===== src/rtl/pma_regs_pkg.sv =====
package pma_regs_pkg;
    localparam int N_LANES = 4;
    localparam int DW      = 16;
    localparam int AW      = 16;
    localparam int FW      = 4;

    localparam logic [AW-1:0] ADR_EQ   = 16'hC006;
    localparam logic [AW-1:0] ADR_STAT = 16'hC00A;
    localparam logic [AW-1:0] ADR_ADJ  = 16'hC00B;
    localparam logic [AW-1:0] ADR_SRST = 16'hC00F;

    localparam int SRST_BIT = 15;

    typedef struct packed {
        logic [FW-1:0]      eq;
        logic [FW-1:0]      amp;
        logic [N_LANES-1:0] pre;
        logic [1:0]         tst;
    } cfg_t;

    typedef enum logic [2:0] {
        SEL_NONE,
        SEL_EQ,
        SEL_STAT,
        SEL_ADJ,
        SEL_SRST
    } sel_e;

    function automatic sel_e decode(input logic [AW-1:0] a);
        case (a)
            ADR_EQ:   return SEL_EQ;
            ADR_STAT: return SEL_STAT;
            ADR_ADJ:  return SEL_ADJ;
            ADR_SRST: return SEL_SRST;
            default:  return SEL_NONE;
        endcase
    endfunction

    function automatic cfg_t cfg_default(input logic copper);
        cfg_t c;
        c.eq  = copper ? 4'hC : 4'h0;
        c.amp = copper ? 4'h3 : 4'h5;
        c.pre = copper ? '1   : '0;
        c.tst = 2'b00;
        return c;
    endfunction
endpackage


===== src/rtl/pma_status_latch.sv =====
module pma_status_latch #(
    parameter int N = pma_regs_pkg::N_LANES
) (
    input  logic         clk,
    input  logic         rst,
    input  logic         clr,
    input  logic [N-1:0] sig_ok,
    input  logic [N-1:0] loss,
    output logic [N-1:0] sd_q,
    output logic [N-1:0] los_q
);
    for (genvar i = 0; i < N; i++) begin : g_lane
        always_ff @(posedge clk) begin
            if (rst) begin
                sd_q[i]  <= 1'b1;
                los_q[i] <= 1'b0;
            end else begin
                sd_q[i]  <= (sd_q[i] | clr) & sig_ok[i];
                los_q[i] <= (los_q[i] & ~clr) | loss[i];
            end
        end
    end
endmodule


===== src/rtl/pma_cfg_regs.sv =====
module pma_cfg_regs
    import pma_regs_pkg::*;
(
    input  logic          clk,
    input  logic          rst,
    input  logic          copper,
    input  logic          we,
    input  sel_e          sel,
    input  logic [DW-1:0] wdata,
    output cfg_t          cfg
);
    always_ff @(posedge clk) begin
        if (rst) begin
            cfg <= cfg_default(copper);
        end else if (we) begin
            case (sel)
                SEL_EQ:  cfg.eq <= wdata[FW-1:0];
                SEL_ADJ: begin
                    cfg.amp <= wdata[2+N_LANES +: FW];
                    cfg.pre <= wdata[2 +: N_LANES];
                    cfg.tst <= wdata[1:0];
                end
                default: ;
            endcase
        end
    end
endmodule


===== src/rtl/pma_soft_reset.sv =====
module pma_soft_reset (
    input  logic clk,
    input  logic rst,
    input  logic fire,
    output logic pulse
);
    always_ff @(posedge clk) begin
        if (rst) pulse <= 1'b0;
        else     pulse <= fire;
    end
endmodule


===== src/rtl/pma_reg_bank.sv =====
module pma_reg_bank
    import pma_regs_pkg::*;
(
    input  logic          clk,
    input  logic          rst,
    input  logic          mode_copper,
    input  logic [15:0]   reg_addr,
    input  logic [15:0]   reg_wdata,
    input  logic          reg_we,
    input  logic          reg_re,
    output logic [15:0]   reg_rdata,
    input  logic [3:0]    lane_sigdet,
    input  logic [3:0]    lane_los,
    output logic [3:0]    eq_coeff,
    output logic [3:0]    amp_ctrl,
    output logic [3:0]    preemph_en,
    output logic [1:0]    test_ctl,
    output logic          soft_rst_pulse
);
    sel_e               sel;
    cfg_t               cfg;
    logic [N_LANES-1:0] sd_lat;
    logic [N_LANES-1:0] los_lat;
    logic               stat_rd;
    logic [DW-1:0]      rd_mux;

    assign sel     = decode(reg_addr);
    assign stat_rd = reg_re && (sel == SEL_STAT);

    pma_cfg_regs u_cfg (
        .clk    (clk),
        .rst    (rst),
        .copper (mode_copper),
        .we     (reg_we),
        .sel    (sel),
        .wdata  (reg_wdata),
        .cfg    (cfg)
    );

    pma_status_latch #(.N(N_LANES)) u_stat (
        .clk    (clk),
        .rst    (rst),
        .clr    (stat_rd),
        .sig_ok (lane_sigdet),
        .loss   (lane_los),
        .sd_q   (sd_lat),
        .los_q  (los_lat)
    );

    pma_soft_reset u_srst (
        .clk   (clk),
        .rst   (rst),
        .fire  (reg_we && (sel == SEL_SRST) && reg_wdata[SRST_BIT]),
        .pulse (soft_rst_pulse)
    );

    always_comb begin
        rd_mux = '0;
        case (sel)
            SEL_EQ:   rd_mux[FW-1:0] = cfg.eq;
            SEL_STAT: rd_mux[2*N_LANES-1:0] = {sd_lat, los_lat};
            SEL_ADJ:  rd_mux[2+N_LANES+FW-1:0] = {cfg.amp, cfg.pre, cfg.tst};
            default:  rd_mux = '0;
        endcase
    end

    always_ff @(posedge clk) begin
        if (rst)         reg_rdata <= '0;
        else if (reg_re) reg_rdata <= rd_mux;
    end

    assign eq_coeff   = cfg.eq;
    assign amp_ctrl   = cfg.amp;
    assign preemph_en = cfg.pre;
    assign test_ctl   = cfg.tst;
endmodule


===== config.mk =====
export PLATFORM = sky130hd
export DESIGN_NAME = pma_reg_bank
export DESIGN_NICKNAME = d
export VERILOG_FILES = /design/src/rtl/pma_regs_pkg.sv /design/src/rtl/pma_status_latch.sv /design/src/rtl/pma_cfg_regs.sv /design/src/rtl/pma_soft_reset.sv /design/src/rtl/pma_reg_bank.sv
export SDC_FILE = /design/constraint.sdc
export NUM_CORES = 1
export LEC_CHECK = 0
export BUFFER_PORTS_ARGS = -buffer_cell sky130_fd_sc_hd__buf_2
export CAP_MARGIN = 20
export CORE_MARGIN = 10
export CORE_UTILIZATION = 45
export CTS_CLUSTER_DIAMETER = 200
export DETAILED_ROUTE_END_ITERATION = 10
export PLACE_DENSITY = 0.78
export SYNTH_ARGS = -nofsm -noshare
export SYNTH_HDL_FRONTEND = slang
export SYNTH_HIERARCHICAL = 1
export SYNTH_SLANG_ARGS = --single-unit
export TNS_END_PERCENT = 5

===== constraint.sdc =====
create_clock -name clk -period 2.05 [get_ports clk]
set_clock_uncertainty 0.05 [all_clocks]
set_input_delay 0.1025 -clock clk [delete_from_list [all_inputs] [get_ports clk]]
set_output_delay 0.1025 -clock clk [all_outputs]
set_load 0.005 [all_outputs]

* Word level (Yosys, flattened, before mapping)
Index checks and enable logic that the tools add are counted.
Storage, ports and cells: register bits after elaboration 33, memories kept 0, bits in latches 0, memory bits (writable) 0, word-level logic and storage cells 59, bits in read-only memories 0, output and inout port bits 31
Operators by class: muxes and demuxes 11, reduce and logical (&&, ||, !) cells 9, add/sub/neg operators 0, bitwise gates (word level) 17, equal/unequal tests 8, multipliers 0, divide/modulo/power cells 0, magnitude comparators 0, shift-type cells 0
Operators with widths (count):
- $eq 16x16->1 const B | 4
- $mux 14 | 2
- $mux 4 | 3
- $pmux 3 s4 | 1
- $pmux 4 s3 | 1
- $mux 10 | 1
- $and 1x1->1 | 8
- $or 1x1->1 | 8
- $pmux 4 s2 | 1
- $eq 3x2->1 const B | 2
- $reduce_and 2->1 | 3
- $reduce_bool 2->1 | 3
- $eq 3x1->1 const B | 1
- $eq 3x3->1 const B | 1
- $logic_and 1x1->1 | 3
- $mux 3 | 1
- $mux 2 | 1
- $not 1->1 | 1

* Longest topological paths before layout
Gate-level depths: netlist of run 1.
depth in word-level cells 7, depth in mapped cells 7, mapped depth without buffers 6

* Cells and area by module
Netlist of run 1, hierarchy kept.
By module, submodules not included:
- pma_reg_bank | cells an instance 73, instances 1, sequential area each 200.2 um^2, area an instance 639.4 um^2
- pma_cfg_regs | cells an instance 47, instances 1, sequential area each 400.4 um^2, area an instance 615.6 um^2
- pma_status_latch | cells an instance 28, instances 1, sequential area each 160.2 um^2, area an instance 265.3 um^2
- pma_soft_reset | cells an instance 2, instances 1, sequential area each 20.0 um^2, area an instance 33.8 um^2

* Worst setup path before layout of run 1
Ideal clock, no wire load.
path type input-to-reg, from input reg_addr[0], to register, netlist name u_cfg/cfg[2], data arrival time 1.361 ns, data required time 1.671 ns, stages 7, library setup time 0.329 ns, slack 0.310 ns, cell sequence buf_2 -> clkinv_1 -> nor2_1 -> a21oi_1 -> nor2_1 -> nand4b_1 -> nand2_1
On the way: longest elaborated chain between the ends 5
RTL lines:
- from (decl) | RTL line pma_reg_bank.sv:7 | input logic [15:0] reg_addr,
- $eq 16x16->1 | RTL line pma_regs_pkg.sv:30 | case (a)
- $pmux 3 s4 * | RTL line pma_regs_pkg.sv:30
- named net sel[0] | RTL line pma_reg_bank.sv:20 | sel_e sel;
- $eq 3x2->1 * | RTL line pma_cfg_regs.sv:16 | case (sel)
- $reduce_bool 2->1 (no source line) *
- $reduce_and 2->1 (no source line) *
The timed path passes the listed nets; every way through them passes the cells marked *. A chain may end at the register's enable or synchronous reset.

* Worst setup path in the final report of run 1
from input reg_addr[5], to register, netlist name u_cfg/cfg[2]
On the way: longest elaborated chain between the ends 5
RTL lines (RTL line):
- $eq 16x16->1 | pma_regs_pkg.sv:30
- $pmux 3 s4 * | pma_regs_pkg.sv:30
- named net sel[0] | pma_reg_bank.sv:20
- $eq 3x2->1 * | pma_cfg_regs.sv:16
- $reduce_bool 2->1 (no source line) *
- $reduce_and 2->1 (no source line) *
Marks and branches as above.

==> impl_metrics.prom, run 1 <==
# TYPE chip_impl_metric gauge
chip_impl_info{name="run_status",value="finished clean"} 1
chip_impl_metric{name="initial_core_utilization",unit="%"} 46.6
chip_impl_metric{name="dr_total_vias",unit=""} 1363
chip_impl_metric{name="max_slew_violation_count",unit=""} 0
chip_impl_metric{name="drc",unit=""} 0
chip_impl_metric{name="routed_via_density",unit=""} 4.89
chip_impl_metric{name="crit_path_max_fanout",unit=""} 8
chip_impl_metric{name="worst_setup_hold_path_clk_slew",unit="ns"} 0.09
chip_impl_metric{name="die_height",unit="um"} 78.8
chip_impl_metric{name="cts-root-to-sink-buffers",unit=""} 2
chip_impl_info{name="worst_setup_sp_type",value="input pin"} 1
chip_impl_metric{name="io_pins",unit=""} 76
chip_impl_metric{name="drt_pass_1_iters",unit=""} 4
chip_impl_metric{name="power.share.switching",unit="%"} 24.3
chip_impl_metric{name="required",unit="ns"} 2.00
chip_impl_info{name="tritoncts_clock_tree",value="built"} 1
chip_impl_info{name="layout.cells.most_common",value="buf_2"} 1
chip_impl_metric{name="async_reset_ff_share",unit="%"} 0
chip_impl_metric{name="fp.dieArea",unit="um2"} 6200
chip_impl_metric{name="placement.io_buffers",unit=""} 64
chip_impl_metric{name="grt_overflow",unit=""} 0
chip_impl_metric{name="placed_cell_area",unit="um2"} 1920
chip_impl_info{name="synthFlopType",value="dfxtp_1"} 1
chip_impl_metric{name="cts_num_sinks",unit=""} 33
chip_impl_metric{name="p_seq_share",unit="%"} 59.2
chip_impl_info{name="rsz0062_at_grt",value="false"} 1
chip_impl_metric{name="pwr-share-clk",unit="%"} 27.3
chip_impl_info{name="layout_common_cells",value="buf_2 (64), dfxtp_1 (21), nand2b_1 (17)"} 1
chip_impl_metric{name="cts_buffers",unit=""} 5
chip_impl_metric{name="postSynthRegisterBits",unit=""} 33
chip_impl_metric{name="layout.nets",unit=""} 277
chip_impl_metric{name="final-hold-violation-count",unit=""} 0
chip_impl_info{name="timing.critical_path.to_type",value="flop"} 1
chip_impl_metric{name="comb_power_share",unit="%"} 13.5
chip_impl_metric{name="p_switching",unit="uW"} 299
chip_impl_metric{name="finalWirelength",unit="um"} 3940
chip_impl_metric{name="syn_area_per_cell",unit="um2"} 10.4
chip_impl_info{name="cts-root-buf",value="clkbuf_4"} 1
chip_impl_metric{name="initialDrtViolationCount",unit=""} 82
chip_impl_metric{name="mapped_cells",unit=""} 150
chip_impl_metric{name="worst_skew_pair.late_latency",unit="ns"} 0.33
chip_impl_info{name="timing.hold.worst.class",value="in2reg"} 1
chip_impl_metric{name="finalWeightedCongestion",unit=""} 0.749
chip_impl_metric{name="first_global_vias",unit=""} 1333
chip_impl_metric{name="total_global_route_track_usage",unit="%"} 12.3
chip_impl_metric{name="power_density",unit="nW/um2"} 591
chip_impl_metric{name="timing.critical_path.arrival",unit="ns"} 1.57
chip_impl_metric{name="grt_antenna_before_repair",unit=""} 0
chip_impl_metric{name="crit_path_time_final",unit="ns"} 1.62
chip_impl_metric{name="core.rowCount",unit=""} 21
chip_impl_metric{name="cts_max_level",unit=""} 2
chip_impl_metric{name="vdd.ir_drop.worst",unit="V"} 0.000409
chip_impl_metric{name="grt_first_pass_wirelength",unit="um"} 6210
chip_impl_metric{name="share_of_layout_cells_above_drive_strength_1",unit="%"} 37.3
chip_impl_metric{name="post-dp-hpwl",unit="um"} 3090
chip_impl_metric{name="antenna-diode-count",unit=""} 0
chip_impl_metric{name="maxCapViolations",unit=""} 0
chip_impl_metric{name="seq_area_frac_synth",unit="%"} 50.2
chip_impl_metric{name="yosys.cell_types.count",unit=""} 34
chip_impl_metric{name="finalInstanceArea",unit="um2"} 2080
chip_impl_metric{name="internal-power",unit="uW"} 929
chip_impl_metric{name="grt_max_degree",unit=""} 28
chip_impl_metric{name="finalSetupTns",unit="ns"} 0
chip_impl_info{name="critical_path_class",value="in2reg"} 1
chip_impl_metric{name="count_of_yosys_warnings_during_synthesis",unit=""} 6
chip_impl_metric{name="synthesis.area",unit="um2"} 1550
chip_impl_metric{name="fmax",unit="MHz"} 617
chip_impl_metric{name="chipWidth",unit="um"} 78.8
chip_impl_metric{name="setup_violations",unit=""} 0
chip_impl_metric{name="count_of_flip_flops_with_a_built_in_enable_after_synthesis",unit=""} 12
chip_impl_metric{name="ant_nets",unit=""} 0
chip_impl_metric{name="area.growth.synth_to_final",unit="%"} 33.7
chip_impl_metric{name="coreArea",unit="um2"} 3340
chip_impl_metric{name="power_leakage",unit="nW"} 0.944
chip_impl_metric{name="layout_worst_path_cycle_share",unit="%"} 79.1
chip_impl_metric{name="wl_per_cell",unit="um"} 14.1
[power by group through the flow]
stage	clock network (mW)	registers, mW	logic (mW)
floorplan	0	0.740	0.0750
global placement	0	0.741	0.147
detailed placement	0	0.741	0.149
CTS	0.344	0.726	0.165
global route	0.372	0.730	0.184
finish	0.335	0.727	0.166
[cell usage after synthesis, types with 5 or more instances]
| library cell | n | area (um2) |
|---|---|---|
| a21oi_1 | 6 | 30.0 |
| buf_4 | 6 | 45.0 |
| dfxtp_1 | 21 | 420 |
| edfxtp_1 | 12 | 360 |
| inv_1 | 5 | 18.8 |
| mux2i_1 | 6 | 60.1 |
| nand2_1 | 13 | 48.8 |
| nand2b_1 | 17 | 106 |
| nor2_1 | 6 | 22.5 |
| o21ai_0 | 13 | 65.1 |
[cell families after synthesis]
| family | synth area share [%] |
|---|---|
| AOI/OAI and AO/OA | 14.7 |
| buffers and inverters | 4.99 |
| DFF | 50.2 |
| muxes | 3.86 |
| other | 0.241 |
| and+or+nand+nor | 26.0 |
[cell type report]
| type | count | area, um2 |
|---|---|---|
| Multi-Input combinational cell | 108 | 714 |
| Clock inverter | 1 | 3.75 |
| Clock buffer | 7 | 45.0 |
| Timing Repair Buffer | 78 | 453 |
| Sequential cell | 33 | 781 |
| Tap cell | 46 | 57.6 |
| Fill cell | 310 | 1260 |
| Inverter | 6 | 22.5 |
[path summary, 6_finish.rpt]
path	from	endpoint	slack, ns	depth (start not counted)
hold reg to reg	reg_rdata[3]$_SDFFE_PP0P_	reg_rdata[3]$_SDFFE_PP0P_	0.40	2
setup reg to reg	u_cfg/cfg[13]$_DFFE_PP_	reg_rdata[3]$_SDFFE_PP0P_	1.00	3
hold / removal	reg_wdata[9]	u_cfg/cfg[9]$_SDFFCE_PP0P_	0.03	2
setup / recovery	reg_addr[5]	u_cfg/cfg[2]$_DFFE_PP_	0.43	6
[worst max-delay path, stage by stage]
cell and delay (ns):
buf_2 0.12, nor4b_4 0.29, nand4_2 0.21, nor2_1 0.27
nand4b_1 0.25, nand2_1 0.33
[stage by stage]
step	std cells	utilization [%]	power [mW]	setup WS (ns)	hold slack, ns
6_report	279	62.2	1.23	0.428	0.0257
4_1_cts	279	62.2	1.23	0.452	0.00947
3_5_place_dp	260	57.5	0.890	0.104	0.287
3_3_place_gp	260	57.5	0.888	0.166	0.281
5_1_grt	279	62.2	1.29	0.295	0.0214
2_1_floorplan	155	-	0.815	0.310	0.117
[sequential cells by signal, summed over array words and instances, names as in the netlist]
signal and cells:
u_cfg/cfg 14, u_stat/los_q 4, u_srst/pulse 1, reg_rdata 10, u_stat/sd_q 4
[per-layer routing]
layer / GRT usage [%] / up-vias / wire [um]
met5: 0 / - / 0
met4: 3.23 / 0 / 8
met3: 6.76 / 2 / 413
met2: 20.5 / 57 / 1890
met1: 13.4 / 614 / 1640
li1: - / 690 / -
[repair_timing]
item,in CTS,in global routing
buffers inserted,0,0
setup endpoints to repair,0,0
endpoints found under the hold margin,11,0
hold buffers,11,0
gates resized for setup,0,0
No activity file was read; power rests on OpenSTA's default activity.
==> inputs of run 2 (changes only) <==
--- a/config.mk
+++ b/config.mk
@@ -8,10 +8,10 @@
 export BUFFER_PORTS_ARGS = -buffer_cell sky130_fd_sc_hd__buf_2
 export CAP_MARGIN = 20
 export CORE_MARGIN = 10
-export CORE_UTILIZATION = 45
+export CORE_UTILIZATION = 41
 export CTS_CLUSTER_DIAMETER = 200
 export DETAILED_ROUTE_END_ITERATION = 10
-export PLACE_DENSITY = 0.78
+export PLACE_DENSITY = 0.75
 export SYNTH_ARGS = -nofsm -noshare
 export SYNTH_HDL_FRONTEND = slang
 export SYNTH_HIERARCHICAL = 1
==> constraint.sdc (replaced) <==
create_clock -name clk -period 1.4 [get_ports clk]
set_clock_uncertainty 0.05 [all_clocks]
set_input_delay 0.07 -clock clk [delete_from_list [all_inputs] [get_ports clk]]
set_output_delay 0.07 -clock clk [all_outputs]
set_load 0.005 [all_outputs]
==> impl_metrics.prom, run 2 (same netlist as run 1, synthesis figures left out) <==
# TYPE chip_impl_metric gauge
chip_impl_metric{name="total_global_route_track_usage",unit="%"} 13.9
chip_impl_metric{name="grt_antenna_before_repair",unit=""} 0
chip_impl_metric{name="ff2ff_setup_slack",unit="ns"} 0.35
chip_impl_metric{name="first_global_vias",unit=""} 1441
chip_impl_metric{name="drt_pass_1_iters",unit=""} 4
chip_impl_metric{name="cts-root-to-sink-buffers",unit=""} 2
chip_impl_metric{name="placedCellCount",unit=""} 274
chip_impl_metric{name="wl_per_cell",unit="um"} 15.5
chip_impl_metric{name="placement.io_buffers",unit=""} 64
chip_impl_metric{name="initialDrtViolationCount",unit=""} 76
chip_impl_metric{name="finalWirelength",unit="um"} 4520
chip_impl_info{name="worst_setup_sp_type",value="input pin"} 1
chip_impl_metric{name="post_cts.repair.setup_buffers",unit=""} 0
chip_impl_metric{name="cts_buffers",unit=""} 5
chip_impl_info{name="crit_family",value="simple AND/OR/NAND/NOR gates"} 1
chip_impl_metric{name="chipWidth",unit="um"} 81.6
chip_impl_metric{name="p_seq_share",unit="%"} 48.2
chip_impl_metric{name="cts_max_level",unit=""} 2
chip_impl_info{name="reg2reg_to",value="reg_rdata[3]$_SDFFE_PP0P_"} 1
chip_impl_metric{name="finalWeightedCongestion",unit=""} 0.824
chip_impl_metric{name="max_slew_violation_count",unit=""} 0
chip_impl_metric{name="share_of_layout_cells_above_drive_strength_1",unit="%"} 43.9
chip_impl_metric{name="worst_skew_pair.late_latency",unit="ns"} 0.29
chip_impl_info{name="timing.hold.worst.class",value="in2reg"} 1
chip_impl_metric{name="setup_violations",unit=""} 0
chip_impl_metric{name="post-dp-hpwl",unit="um"} 3540
chip_impl_metric{name="antenna-diode-count",unit=""} 0
chip_impl_metric{name="comb_power_share",unit="%"} 12.7
chip_impl_info{name="layout_common_cells",value="buf_2 (64), dfxtp_1 (21), nand2b_1 (17)"} 1
chip_impl_metric{name="initial_core_utilization",unit="%"} 42.4
chip_impl_metric{name="drc",unit=""} 0
chip_impl_info{name="critPathCapture",value="u_cfg/cfg[6]$_SDFFCE_PP1P_"} 1
chip_impl_info{name="slowest_stage",value="nor3b_1"} 1
chip_impl_metric{name="p_switching",unit="uW"} 502
chip_impl_metric{name="coreArea",unit="um2"} 3660
chip_impl_metric{name="die_height",unit="um"} 81.6
chip_impl_metric{name="r2r.worst_path.cells",unit=""} 3
chip_impl_metric{name="final.hold.worst_slack",unit="ns"} 0.0149
chip_impl_info{name="path_cells",value="buf_2 -> nor3b_1 -> nand4_4 -> nor2_4 -> and4b_4 -> a21o_2"} 1
chip_impl_metric{name="largest_register_ff_count",unit=""} 14
chip_impl_metric{name="crit_buf_inv",unit=""} 1
chip_impl_metric{name="finish.cell_count_without_fillers",unit=""} 292
chip_impl_info{name="timing.critical_path.to_type",value="flop"} 1
chip_impl_metric{name="dr_total_vias",unit=""} 1438
chip_impl_metric{name="crit_path_time_final",unit="ns"} 1.37
chip_impl_info{name="timing.critical_path.from",value="reg_addr[13]"} 1
chip_impl_metric{name="grt_overflow",unit=""} 0
chip_impl_metric{name="grt_max_degree",unit=""} 15
chip_impl_metric{name="required",unit="ns"} 1.40
chip_impl_metric{name="grt_first_pass_wirelength",unit="um"} 7030
chip_impl_metric{name="preCtsSetupSlack",unit="ns"} -0.322
chip_impl_metric{name="cts_num_sinks",unit=""} 33
chip_impl_metric{name="maxCapViolations",unit=""} 0
chip_impl_metric{name="core.rowCount",unit=""} 22
chip_impl_metric{name="fmax",unit="MHz"} 729
chip_impl_info{name="critical_path_class",value="in2reg"} 1
chip_impl_metric{name="fp.dieArea",unit="um2"} 6650
chip_impl_info{name="regMostFlops",value="u_cfg/cfg"} 1
chip_impl_metric{name="power_density",unit="nW/um2"} 968
chip_impl_metric{name="slowest_cell_delay_on_critical_path",unit="ns"} 0.37
chip_impl_metric{name="area.growth.synth_to_final",unit="%"} 47.2
chip_impl_metric{name="layout_worst_path_cycle_share",unit="%"} 98.0
chip_impl_info{name="layout.cells.most_common",value="buf_2"} 1
chip_impl_metric{name="layout.nets",unit=""} 288
chip_impl_metric{name="worst_setup_hold_path_clk_slew",unit="ns"} 0.06
chip_impl_info{name="tritoncts_clock_tree",value="built"} 1
chip_impl_metric{name="power_leakage",unit="nW"} 1.04
chip_impl_info{name="r2r-start",value="u_cfg/cfg[13]$_DFFE_PP_"} 1
chip_impl_metric{name="pwr-share-clk",unit="%"} 39.1
chip_impl_info{name="reg.largest.list",value="u_cfg/cfg (14), reg_rdata (10)"} 1
chip_impl_metric{name="io_pins",unit=""} 76
chip_impl_metric{name="ant_nets",unit=""} 0
chip_impl_metric{name="final-hold-violation-count",unit=""} 0
chip_impl_metric{name="setup_ws",unit="ns"} 0.0279
chip_impl_metric{name="internal-power",unit="mW"} 1.71
chip_impl_metric{name="worst-path-stages",unit=""} 6
chip_impl_metric{name="power.share.switching",unit="%"} 22.7
chip_impl_metric{name="vdd.ir_drop.worst",unit="V"} 0.000748
chip_impl_metric{name="timing.critical_path.arrival",unit="ns"} 1.37
chip_impl_info{name="run_status",value="finished clean"} 1
chip_impl_info{name="cts-root-buf",value="clkbuf_8"} 1
chip_impl_metric{name="crit_path_max_fanout",unit=""} 5
chip_impl_metric{name="routed_via_density",unit=""} 4.92
[run 2: worst min path at each step]
stage | to | from | slack [ns] | depth (start not counted)
3_5_place_dp | u_stat/sd_q[3]$_SDFF_PP1_ | lane_sigdet[3] | 0.25 | 3
2_1_floorplan | u_srst/pulse$_SDFF_PP0_ | rst | 0.08 | 1
3_3_place_gp | u_stat/sd_q[0]$_SDFF_PP1_ | lane_sigdet[0] | 0.25 | 3
4_1_cts | u_cfg/cfg[6]$_SDFFCE_PP1P_ | reg_wdata[6] | 0.004 | 2
6_report | u_cfg/cfg[6]$_SDFFCE_PP1P_ | reg_wdata[6] | 0.01 | 2
5_1_grt | u_cfg/cfg[6]$_SDFFCE_PP1P_ | reg_wdata[6] | 0.008 | 2
[run 2: power by group through the flow]
stage	Sequential [mW]	Clock (mW)	Combinational [mW]
2_1_floorplan	1.08	0	0.117
5_1_grt	1.07	0.933	0.307
4_1_cts	1.07	0.888	0.272
3_5_place_dp	1.09	0	0.248
6_report	1.07	0.865	0.281
3_3_place_gp	1.09	0	0.243
[run 2: per-layer routing]
metal	track usage, %	vias up	share of wire [%]	wire length (um)
li1	-	715	-	-
met1	14.5	662	38	1740
met2	24.4	48	52	2360
met3	5.13	13	7.4	332
met4	6.23	0	2.0	89
met5	0	-	0	0
[run 2: area by class of cell]
cell class	instances	area, um2
Fill cell	312	1370
Sequential cell	33	781
Multi-Input combinational cell	108	779
Timing Repair Buffer	89	533
Clock buffer	6	72.6
Tap cell	48	60.1
Clock inverter	2	33.8
Inverter	6	27.5
[run 2: through the flow]
stage          util (%)  TNS [ns]  instance area [um2]  total power, mW
2_1_floorplan         -    -0.377                 1610             1.20
3_3_place_gp       55.8     -5.12                 2040             1.33
5_1_grt            62.5    -0.268                 2290             2.31
3_5_place_dp       55.8     -7.31                 2040             1.34
4_1_cts            61.6         0                 2250             2.23
6_report           62.5         0                 2290             2.21
[run 2: worst register-to-register path, delay by kind of cell (launching register included)]
kind            cells  cell delay [ns]
compound gates      3             0.49
flops               1             0.40
[run 2: what timing repair did]
item	in CTS	in global routing
pin swaps	0	0
endpoints found under the setup margin	2	17
hold buffers	10	0
endpoints found under the hold margin	10	0
resized for setup	1	5
